**src/rtl/sxu_pkg.sv**
```systemverilog
package sxu_pkg;
  localparam int unsigned DW = 16;
  localparam logic [DW-1:0] RST_VAL = '1;
  localparam int unsigned SEL_W = 4;
  localparam int unsigned NSIDE = 2;

  typedef enum logic [SEL_W-1:0] {
    SEL_PACT = 4'd0,
    SEL_PSH1 = 4'd1,
    SEL_PSH2 = 4'd2,
    SEL_A    = 4'd3,
    SEL_B    = 4'd4,
    SEL_C    = 4'd5,
    SEL_D    = 4'd6,
    SEL_E    = 4'd7,
    SEL_F    = 4'd8
  } reg_sel_e;

  typedef struct packed {
    logic act;
    logic sh1;
    logic sh2;
  } wr_hit_t;
endpackage

```
**src/rtl/sxu_evt_qual.sv**
```systemverilog
module sxu_evt_qual (
  input  logic       clk,
  input  logic       rst,
  input  logic [1:0] when_sel,
  input  logic       ovf,
  input  logic       udf,
  output logic       xfer
);
  always_comb begin
    xfer = (when_sel[0] & ovf) | (when_sel[1] & udf);
  end


  evt_none_chk: assert property (@(posedge clk) disable iff (rst)
    (when_sel == 2'd0) |-> !xfer);

  evt_both_chk: assert property (@(posedge clk) disable iff (rst)
    (when_sel == 2'd3 && (ovf || udf)) |-> xfer);
endmodule

```
**src/rtl/sxu_chain.sv**
```systemverilog
module sxu_chain #(
  parameter int unsigned W = 16,
  parameter logic [W-1:0] RST_VAL = '1
) (
  input  logic         clk,
  input  logic         rst,
  input  logic         wr_act,
  input  logic         wr_sh1,
  input  logic         wr_sh2,
  input  logic [W-1:0] wr_data,
  input  logic         buf_en,
  input  logic         dbl,
  input  logic         cap_mode,
  input  logic         xfer,
  input  logic         cap_stb,
  input  logic [W-1:0] cap_data,
  output logic [W-1:0] act_q,
  output logic [W-1:0] sh1_q,
  output logic [W-1:0] sh2_q
);
  logic fwd_move;
  logic cap_move;

  always_comb begin
    fwd_move = buf_en & ~cap_mode & xfer;
    cap_move = cap_mode & cap_stb;
  end

  always_ff @(posedge clk) begin
    if (rst) begin
      act_q <= RST_VAL;
      sh1_q <= RST_VAL;
      sh2_q <= RST_VAL;
    end else begin
      if (fwd_move) begin
        act_q <= sh1_q;
        if (dbl) sh1_q <= sh2_q;
      end
      if (wr_act && !buf_en) act_q <= wr_data;
      if (wr_sh1) sh1_q <= wr_data;
      if (wr_sh2) sh2_q <= wr_data;
      if (cap_move) begin
        act_q <= cap_data;
        if (buf_en) begin
          sh1_q <= act_q;
          if (dbl) sh2_q <= sh1_q;
        end
      end
    end
  end


  fwd_copy_chk: assert property (@(posedge clk) disable iff (rst)
    (buf_en && !cap_mode && xfer) |=> (act_q == $past(sh1_q)));

  dbl_shift_chk: assert property (@(posedge clk) disable iff (rst)
    (buf_en && dbl && !cap_mode && xfer && !wr_sh1) |=> (sh1_q == $past(sh2_q)));

  cap_load_chk: assert property (@(posedge clk) disable iff (rst)
    (cap_mode && cap_stb) |=> (act_q == $past(cap_data)));

  act_hold_chk: assert property (@(posedge clk) disable iff (rst)
    (!wr_act && !cap_stb && !(xfer && !cap_mode)) |=> $stable(act_q));

  hist_push_chk: assert property (@(posedge clk) disable iff (rst)
    (cap_mode && cap_stb && buf_en && !wr_sh1) |=> (sh1_q == $past(act_q)));
endmodule

```
**src/rtl/shadow_xfer_unit.sv**
```systemverilog
module shadow_xfer_unit
  import sxu_pkg::*;
(
  input  logic              clk,
  input  logic              rst,
  input  logic              wr_en,
  input  logic [SEL_W-1:0]  wr_sel,
  input  logic [DW-1:0]     wr_data,
  input  logic [2:0]        buf_en,
  input  logic [2:0]        dbl,
  input  logic [1:0]        xfer_when,
  input  logic              ovf,
  input  logic              udf,
  input  logic [1:0]        cap_mode,
  input  logic [1:0]        cap_stb,
  input  logic [DW-1:0]     cap_data_a,
  input  logic [DW-1:0]     cap_data_b,
  output logic [DW-1:0]     per_act,
  output logic [DW-1:0]     per_sh1,
  output logic [DW-1:0]     per_sh2,
  output logic [DW-1:0]     cmp_a,
  output logic [DW-1:0]     cmp_b,
  output logic [DW-1:0]     cmp_c,
  output logic [DW-1:0]     cmp_d,
  output logic [DW-1:0]     cmp_e,
  output logic [DW-1:0]     cmp_f
);
  logic xfer;
  wr_hit_t per_hit;
  logic [DW-1:0] side_act [NSIDE];
  logic [DW-1:0] side_sh1 [NSIDE];
  logic [DW-1:0] side_sh2 [NSIDE];
  logic [DW-1:0] side_cap [NSIDE];

  always_comb begin
    side_cap[0] = cap_data_a;
    side_cap[1] = cap_data_b;
    per_hit.act = wr_en && (wr_sel == SEL_PACT);
    per_hit.sh1 = wr_en && (wr_sel == SEL_PSH1);
    per_hit.sh2 = wr_en && (wr_sel == SEL_PSH2);
  end

  sxu_evt_qual u_qual (
    .clk      (clk),
    .rst      (rst),
    .when_sel (xfer_when),
    .ovf      (ovf),
    .udf      (udf),
    .xfer     (xfer)
  );

  sxu_chain #(.W(DW), .RST_VAL(RST_VAL)) u_period (
    .clk      (clk),
    .rst      (rst),
    .wr_act   (per_hit.act),
    .wr_sh1   (per_hit.sh1),
    .wr_sh2   (per_hit.sh2),
    .wr_data  (wr_data),
    .buf_en   (buf_en[0]),
    .dbl      (dbl[0]),
    .cap_mode (1'b0),
    .xfer     (xfer),
    .cap_stb  (1'b0),
    .cap_data ({DW{1'b0}}),
    .act_q    (per_act),
    .sh1_q    (per_sh1),
    .sh2_q    (per_sh2)
  );

  for (genvar s = 0; s < NSIDE; s++) begin : g_side
    localparam logic [SEL_W-1:0] ACT_CODE = SEL_A + SEL_W'(s);
    localparam logic [SEL_W-1:0] SH1_CODE = SEL_C + SEL_W'(s);
    localparam logic [SEL_W-1:0] SH2_CODE = SEL_E + SEL_W'(s);
    wr_hit_t hit;

    always_comb begin
      hit.act = wr_en && (wr_sel == ACT_CODE);
      hit.sh1 = wr_en && (wr_sel == SH1_CODE);
      hit.sh2 = wr_en && (wr_sel == SH2_CODE);
    end

    sxu_chain #(.W(DW), .RST_VAL(RST_VAL)) u_side (
      .clk      (clk),
      .rst      (rst),
      .wr_act   (hit.act),
      .wr_sh1   (hit.sh1),
      .wr_sh2   (hit.sh2),
      .wr_data  (wr_data),
      .buf_en   (buf_en[s+1]),
      .dbl      (dbl[s+1]),
      .cap_mode (cap_mode[s]),
      .xfer     (xfer),
      .cap_stb  (cap_stb[s]),
      .cap_data (side_cap[s]),
      .act_q    (side_act[s]),
      .sh1_q    (side_sh1[s]),
      .sh2_q    (side_sh2[s])
    );
  end

  always_comb begin
    cmp_a = side_act[0];
    cmp_b = side_act[1];
    cmp_c = side_sh1[0];
    cmp_d = side_sh1[1];
    cmp_e = side_sh2[0];
    cmp_f = side_sh2[1];
  end


  rst_state_chk: assert property (@(posedge clk)
    $past(rst) |-> (per_act == RST_VAL && cmp_a == RST_VAL && cmp_f == RST_VAL));
endmodule

```
**config.mk**
```make
export PLATFORM = sky130hd
export DESIGN_NAME = shadow_xfer_unit
export DESIGN_NICKNAME = d
export VERILOG_FILES = /design/src/rtl/sxu_pkg.sv /design/src/rtl/sxu_evt_qual.sv /design/src/rtl/sxu_chain.sv /design/src/rtl/shadow_xfer_unit.sv
export SDC_FILE = /design/constraint.sdc
export NUM_CORES = 1
export LEC_CHECK = 0
export ABC_AREA = 1
export BUFFER_PORTS_ARGS = -buffer_cell sky130_fd_sc_hd__buf_2
export CORE_MARGIN = 10
export CORE_UTILIZATION = 48
export DETAILED_ROUTE_END_ITERATION = 10
export PLACE_DENSITY = 0.79
export SLEW_MARGIN = 20
export SYNTH_ARGS = -nofsm -noshare
export SYNTH_HDL_FRONTEND = slang
export SYNTH_SLANG_ARGS = --single-unit
```
**constraint.sdc**
```tcl
create_clock -name clk -period 1.2 [get_ports clk]
set_clock_uncertainty 0.1 [all_clocks]
set_input_delay 0.18 -clock clk [delete_from_list [all_inputs] [get_ports clk]]
set_output_delay 0.18 -clock clk [all_outputs]
set_load 0.02 [all_outputs]
```
# == Yosys cells after proc, flatten, opt, wreduce, memory -nomap -nowiden ==
# Cells that the tools add are included.
# op_classes
n_eq_ne,8
mux,29
n_bitwise,12
n_reduce_logical,22
# ops
op,count
$mux W16,29
$eq A4 B3 Y1 const B,4
$logic_and A1 B1 Y1,12
$and A1 B1 Y1,9
$eq A4 B2 Y1 const B,2
$reduce_bool A2 Y1,3
$reduce_bool A3 Y1,2
$eq A4 B1 Y1 const B,1
$eq A4 B4 Y1 const B,1
$logic_not A4 Y1,1
$logic_not A1 Y1,3
$not A1 Y1,2
$reduce_and A2 Y1,1
$or A1 B1 Y1,1
# word_totals
ff_bits,144
elab_cells,80

# == Logic depth before layout (Yosys ltp) ==
# depth
depth_word,7
depth_mapped,10
depth_no_buf,8

# == By module ==
# A second synthesis with hierarchy kept.
# unflattened
cells_unflattened,1266
area_unflattened_um2,8152.8
# modules_own_cells
module,n_inst,cells_per_inst,area_per_inst_um2,seq_area_each_um2
sxu_chain,3,413,2682.6,960.9
shadow_xfer_unit,1,24,93.8,0.0
sxu_evt_qual,1,3,11.3,0.0

# == Worst setup path before layout ==
# No wires, ideal clock.
# synth_timing
kind,input to register
startpoint,input port buf_en[1]
endpoint,register g_side[0].u_side.act_q[12]
setup_time_ns,0.112
arrival_time_ns,1.078
required_time_ns,0.988
slack_ns,-0.091
path_stages,9
path_buffers,1
path_cell_list,inv_1 > nor2_4 > nand2_2 > nand2_1 > nor2_2 > buf_4 > nor2_1 > nand2_1 > nand2_1
# synth_via
elab_chain_len,4
# synth_rtl
element,line,source
"start, declared",shadow_xfer_unit.sv:9,"input logic [2:0] buf_en,"
$logic_not A1 Y1,sxu_chain.sv:39,if (wr_act && !buf_en) act_q <= wr_data;
$logic_and A1 B1 Y1,sxu_chain.sv:39,
$mux W16,sxu_chain.sv:39,
$mux W16,sxu_chain.sv:42,if (cap_move) begin
"end signal, assigned",sxu_chain.sv:36,act_q <= sh1_q;
"end signal, assigned",sxu_chain.sv:39,
"end signal, assigned",sxu_chain.sv:43,act_q <= cap_data;
"end, declared",sxu_chain.sv:17,"output logic [W-1:0] act_q,"
# Parallel ways exist; a longest one is shown, timed or not.
# A chain may end at the register's enable or synchronous reset.

# == Worst setup path after layout ==
# layout_timing
startpoint,input port wr_sel[3]
endpoint,register g_side[0].u_side.sh1_q[10]
# layout_via
elab_chain_len,5
# layout_rtl
element,line,source
"start, declared",shadow_xfer_unit.sv:7,"input logic [SEL_W-1:0] wr_sel,"
$eq A4 B3 Y1 (*),shadow_xfer_unit.sv:78,hit.sh1 = wr_en && (wr_sel == SH1_CODE);
$logic_and A1 B1 Y1 (*),shadow_xfer_unit.sv:78,
$mux W16 (*),sxu_chain.sv:40,if (wr_sh1) sh1_q <= wr_data;
$mux W16,sxu_chain.sv:44,if (buf_en) begin
$mux W16 (*),sxu_chain.sv:42,
"end signal, assigned",sxu_chain.sv:37,if (dbl) sh1_q <= sh2_q;
"end signal, assigned",sxu_chain.sv:40,
"end signal, assigned",sxu_chain.sv:45,sh1_q <= act_q;
"end, declared",sxu_chain.sv:18,"output logic [W-1:0] sh1_q,"
# Every way passes the cells marked *; elsewhere a longest branch is shown, timed or not.

==> results by group <==
Outcome
  – Run status: finished with violations
  – Failing checks: setup timing

Timing
  – Slew headroom: 71.30%
  – Final setup vio count: 27
  – Least-Margin Pin Slew: 430.0 ps
  – Hold Slack: 23.21 ps
  – Tcrit/Tclk final: 111.2%
  – Final WS setup: -134.1 ps
  – Peak Freq: 749.6 MHz
  – Post-layout min period: 1334 ps
  – Final Max Tran Viols: 0
  – Final Hold Viols: 0
  – RSZ-0062 raised after global routing: true

Floorplanning
  – Row cnt: 46
  – Initial Util: 48.78%
  – Die X: 146.8 um
  – Die height: 146.8 um
  – Die area: 21560 um2
  – Ports: 213
  – Core area: 15830 um2

Critical path
  – Max incr delay on CP: 320 ps
  – Slowest stage cell, crit path: o21ai_0
  – Worst setup path end: g_side[0].u_side.sh1_q[10]$_SDFF_PP1_
  – Worst EP required: 1430 ps
  – Most common cell on crit path: nand2_1
  – Critical-path cell list: buf_2 > inv_1 > nand2_1 > inv_1 > nand2_1 > buf_12 > o21ai_0 > inv_1 > nand2_1 > nand2_1
  – R2r setup slk: -30 ps
  – R2R Path Start: g_side[1].u_side.sh1_q[2]$_SDFF_PP1_
  – CP bufs+invs: 5
  – Delay-heaviest family, CP: buffers and inverters
  – Critical Path Stages: 10
  – Setup crit start: wr_sel[3]
  – Startpoint Class: input port
  – R2r endpoint: g_side[1].u_side.sh1_q[2]$_SDFF_PP1_
  – Crit Path Max Fanout: 32
  – Reg2Reg Depth: 5
  – Critical Path AT: 1560 ps
  – Endpoint class of the critical path: flop
  – CP Class: input port to flop

Clock tree
  – CTS clk-pin slew, worst paths: 60 ps
  – CTS Sinks: 144
  – H-tree depth: 4
  – CTS tree: built
  – Worst skew pair latency: 430 ps
  – Cts bufs inserted: 17
  – CTS Buffer Depth: 2
  – Root Buffer: clkbuf_16

Placement
  – HPWL after DPL: 21.50 mm
  – RePlAce Congestion: 0.9102
  – Port Buf Inserts: 212

Yosys
  – Mean Syn Cell Area: 6.329 um2
  – FF+latch count, synth: 144
  – Seq/Total Area, Yosys: 37.34%
  – Syn Nets: 1289
  – Mapped Area: 7721 um2
  – Post-synth top area share: 37.34%
  – Synth warnings: 0
  – Area contributors post-synth: dfxtp_1, nand2_1, nand3_1
  – Synth cell types: 21
  – Area leader, netlist: dfxtp_1
  – Synth Instances: 1220

Final layout
  – Layout cells sized above 1: 37.10%
  – Register area: 3156 um2
  – Commonest non-fill, non-tap cell in the layout: nand2_1
  – # fillers: 960
  – Nets: 1630
  – Area Overhead vs Synth: 59.21%
  – Most frequent cells in the layout: nand2_1, nand3_1, buf_4, buf_6, dfxtp_2
  – Multi-input combinational cell area: 4099 um2

Worst hold path
  – Worst Hold Launch: dbl[0]
  – Min-Delay Path Class: input port to flop

Detailed routing
  – Post-DRT Antenna Nets: 0
  – WL/cell: 20.02 um
  – Vias: 10.53k
  – First drt pass iteration count: 10
  – Drt via density: 5.877
  – Initial DRC Count: 1823
  – DRC Markers: 0
  – WL final: 35.88 mm

GRT
  – GR Util All Layers: 30.08%
  – First-pass GRT wire length: 52.70 mm
  – Largest net degree at the start of global routing: 47
  – GR Overflow Total: 0
  – Vias in the first global route: 9593
  – Initial antenna violation count: 1

Power and ir drop
  – Peak supply drop: 0.001103 V
  – Cell Pwr Density: 1185 nW/um2
  – Total power: 0.01457 W
  – Leak Pwr: 6.243 nW

Job
  – Max-cap viol count: 0
cells in the mapped netlist (all sizes together):
master  number
o211ai      32
a21oi       48
nand3      230
inv        107
nor2        81
dfxtp      144
o21ai       48
nand4       48
buf         38
nand2      396
nor3         1
clkbuf      46
clkinv       1
routing by layer:
| layer | wire length (um) | track usage (%) |
|---|---|---|
| met5 | 0 | 0 |
| met4 | 2354 | 17.82 |
| met3 | 4768 | 7.801 |
| met2 | 16380 | 47.31 |
| met1 | 12380 | 36.32 |
timing repair:
action	in CTS	in global routing
buffers inserted	59	35
pin swaps	0	0
resized for setup	393	69
hold buffers	27	0
setup endpoints to repair	144	114
endpoints found under the hold margin	27	0
worst register-to-register path: cells and delay by family, from the launching register on:
| kind | cells | cell delay (ps) |
|---|---|---|
| buffers and inverters | 1 | 140 |
| flip-flops | 1 | 370 |
| AND/OR/NAND/NOR | 4 | 490 |
power by group:
part / leakage, nW / total (W) / switching, W / internal [W]
Combinational: 4.82 / 0.00359 / 0.00202 / 0.00157
Clock: 0.281 / 0.00554 / 0.00221 / 0.00332
Sequential: 1.14 / 0.00545 / 0.000324 / 0.00512
layout make-up:
| class | count | area share (%) |
|---|---|---|
| well taps | 216 | 2.198 |
| flip-flops and latches | 144 | 25.67 |
| clock inverters | 13 | 1.333 |
| repair buffers | 406 | 30.48 |
| clock buffers | 19 | 3.603 |
| inverters | 108 | 3.328 |
| diodes | 2 | 0.04071 |
| multi-input cells | 884 | 33.34 |
worst min-delay path by stage:
stage | slack [ps] | to | depth (start not counted)
2_1_floorplan | 280 | g_side[0].u_side.act_q[0]$_SDFFE_PP1P_ | 4
3_3_place_gp | 370 | g_side[1].u_side.act_q[10]$_SDFFE_PP1P_ | 2
3_5_place_dp | 380 | g_side[1].u_side.act_q[13]$_SDFFE_PP1P_ | 2
4_1_cts | 0.04 | g_side[0].u_side.act_q[1]$_SDFFE_PP1P_ | 5
5_1_grt | 50 | u_period.sh1_q[15]$_SDFFE_PP1P_ | 4
6_report | 20 | u_period.sh1_q[15]$_SDFFE_PP1P_ | 4
per-stage QoR:
step,worst slack (ps),instance area (um2),setup TNS [ps],cells,utilization (%)
after floorplan,-21.74,7797,-567.5,1220,-
after global placement,-238.4,9558,-24630,1637,60.39
after detailed placement,-279.6,9558,-27270,1637,60.39
after CTS,-24.54,11820,-30.33,1755,74.66
after global routing,-184.8,12290,-1159,1791,77.65
final,-134.1,12290,-388.9,1792,77.67
kinds of logic (layout without fill, tap and decap cells):
family          after synthesis  in the layout  synth area share, %
simple gates                756            756                43.22
buf+inv                     192            546                10.11
flops                       144            144                37.34
compound gates              128            128                9.334
other cells                   0              2                    0
state kept, by name, indices dropped and copies added (netlist names):
signal	flops
g_side.u_side.sh2_q	32
g_side.u_side.act_q	32
u_period.act_q	16
u_period.sh1_q	16
u_period.sh2_q	16
g_side.u_side.sh1_q	32
No activity file was read; power rests on OpenSTA's default activity.
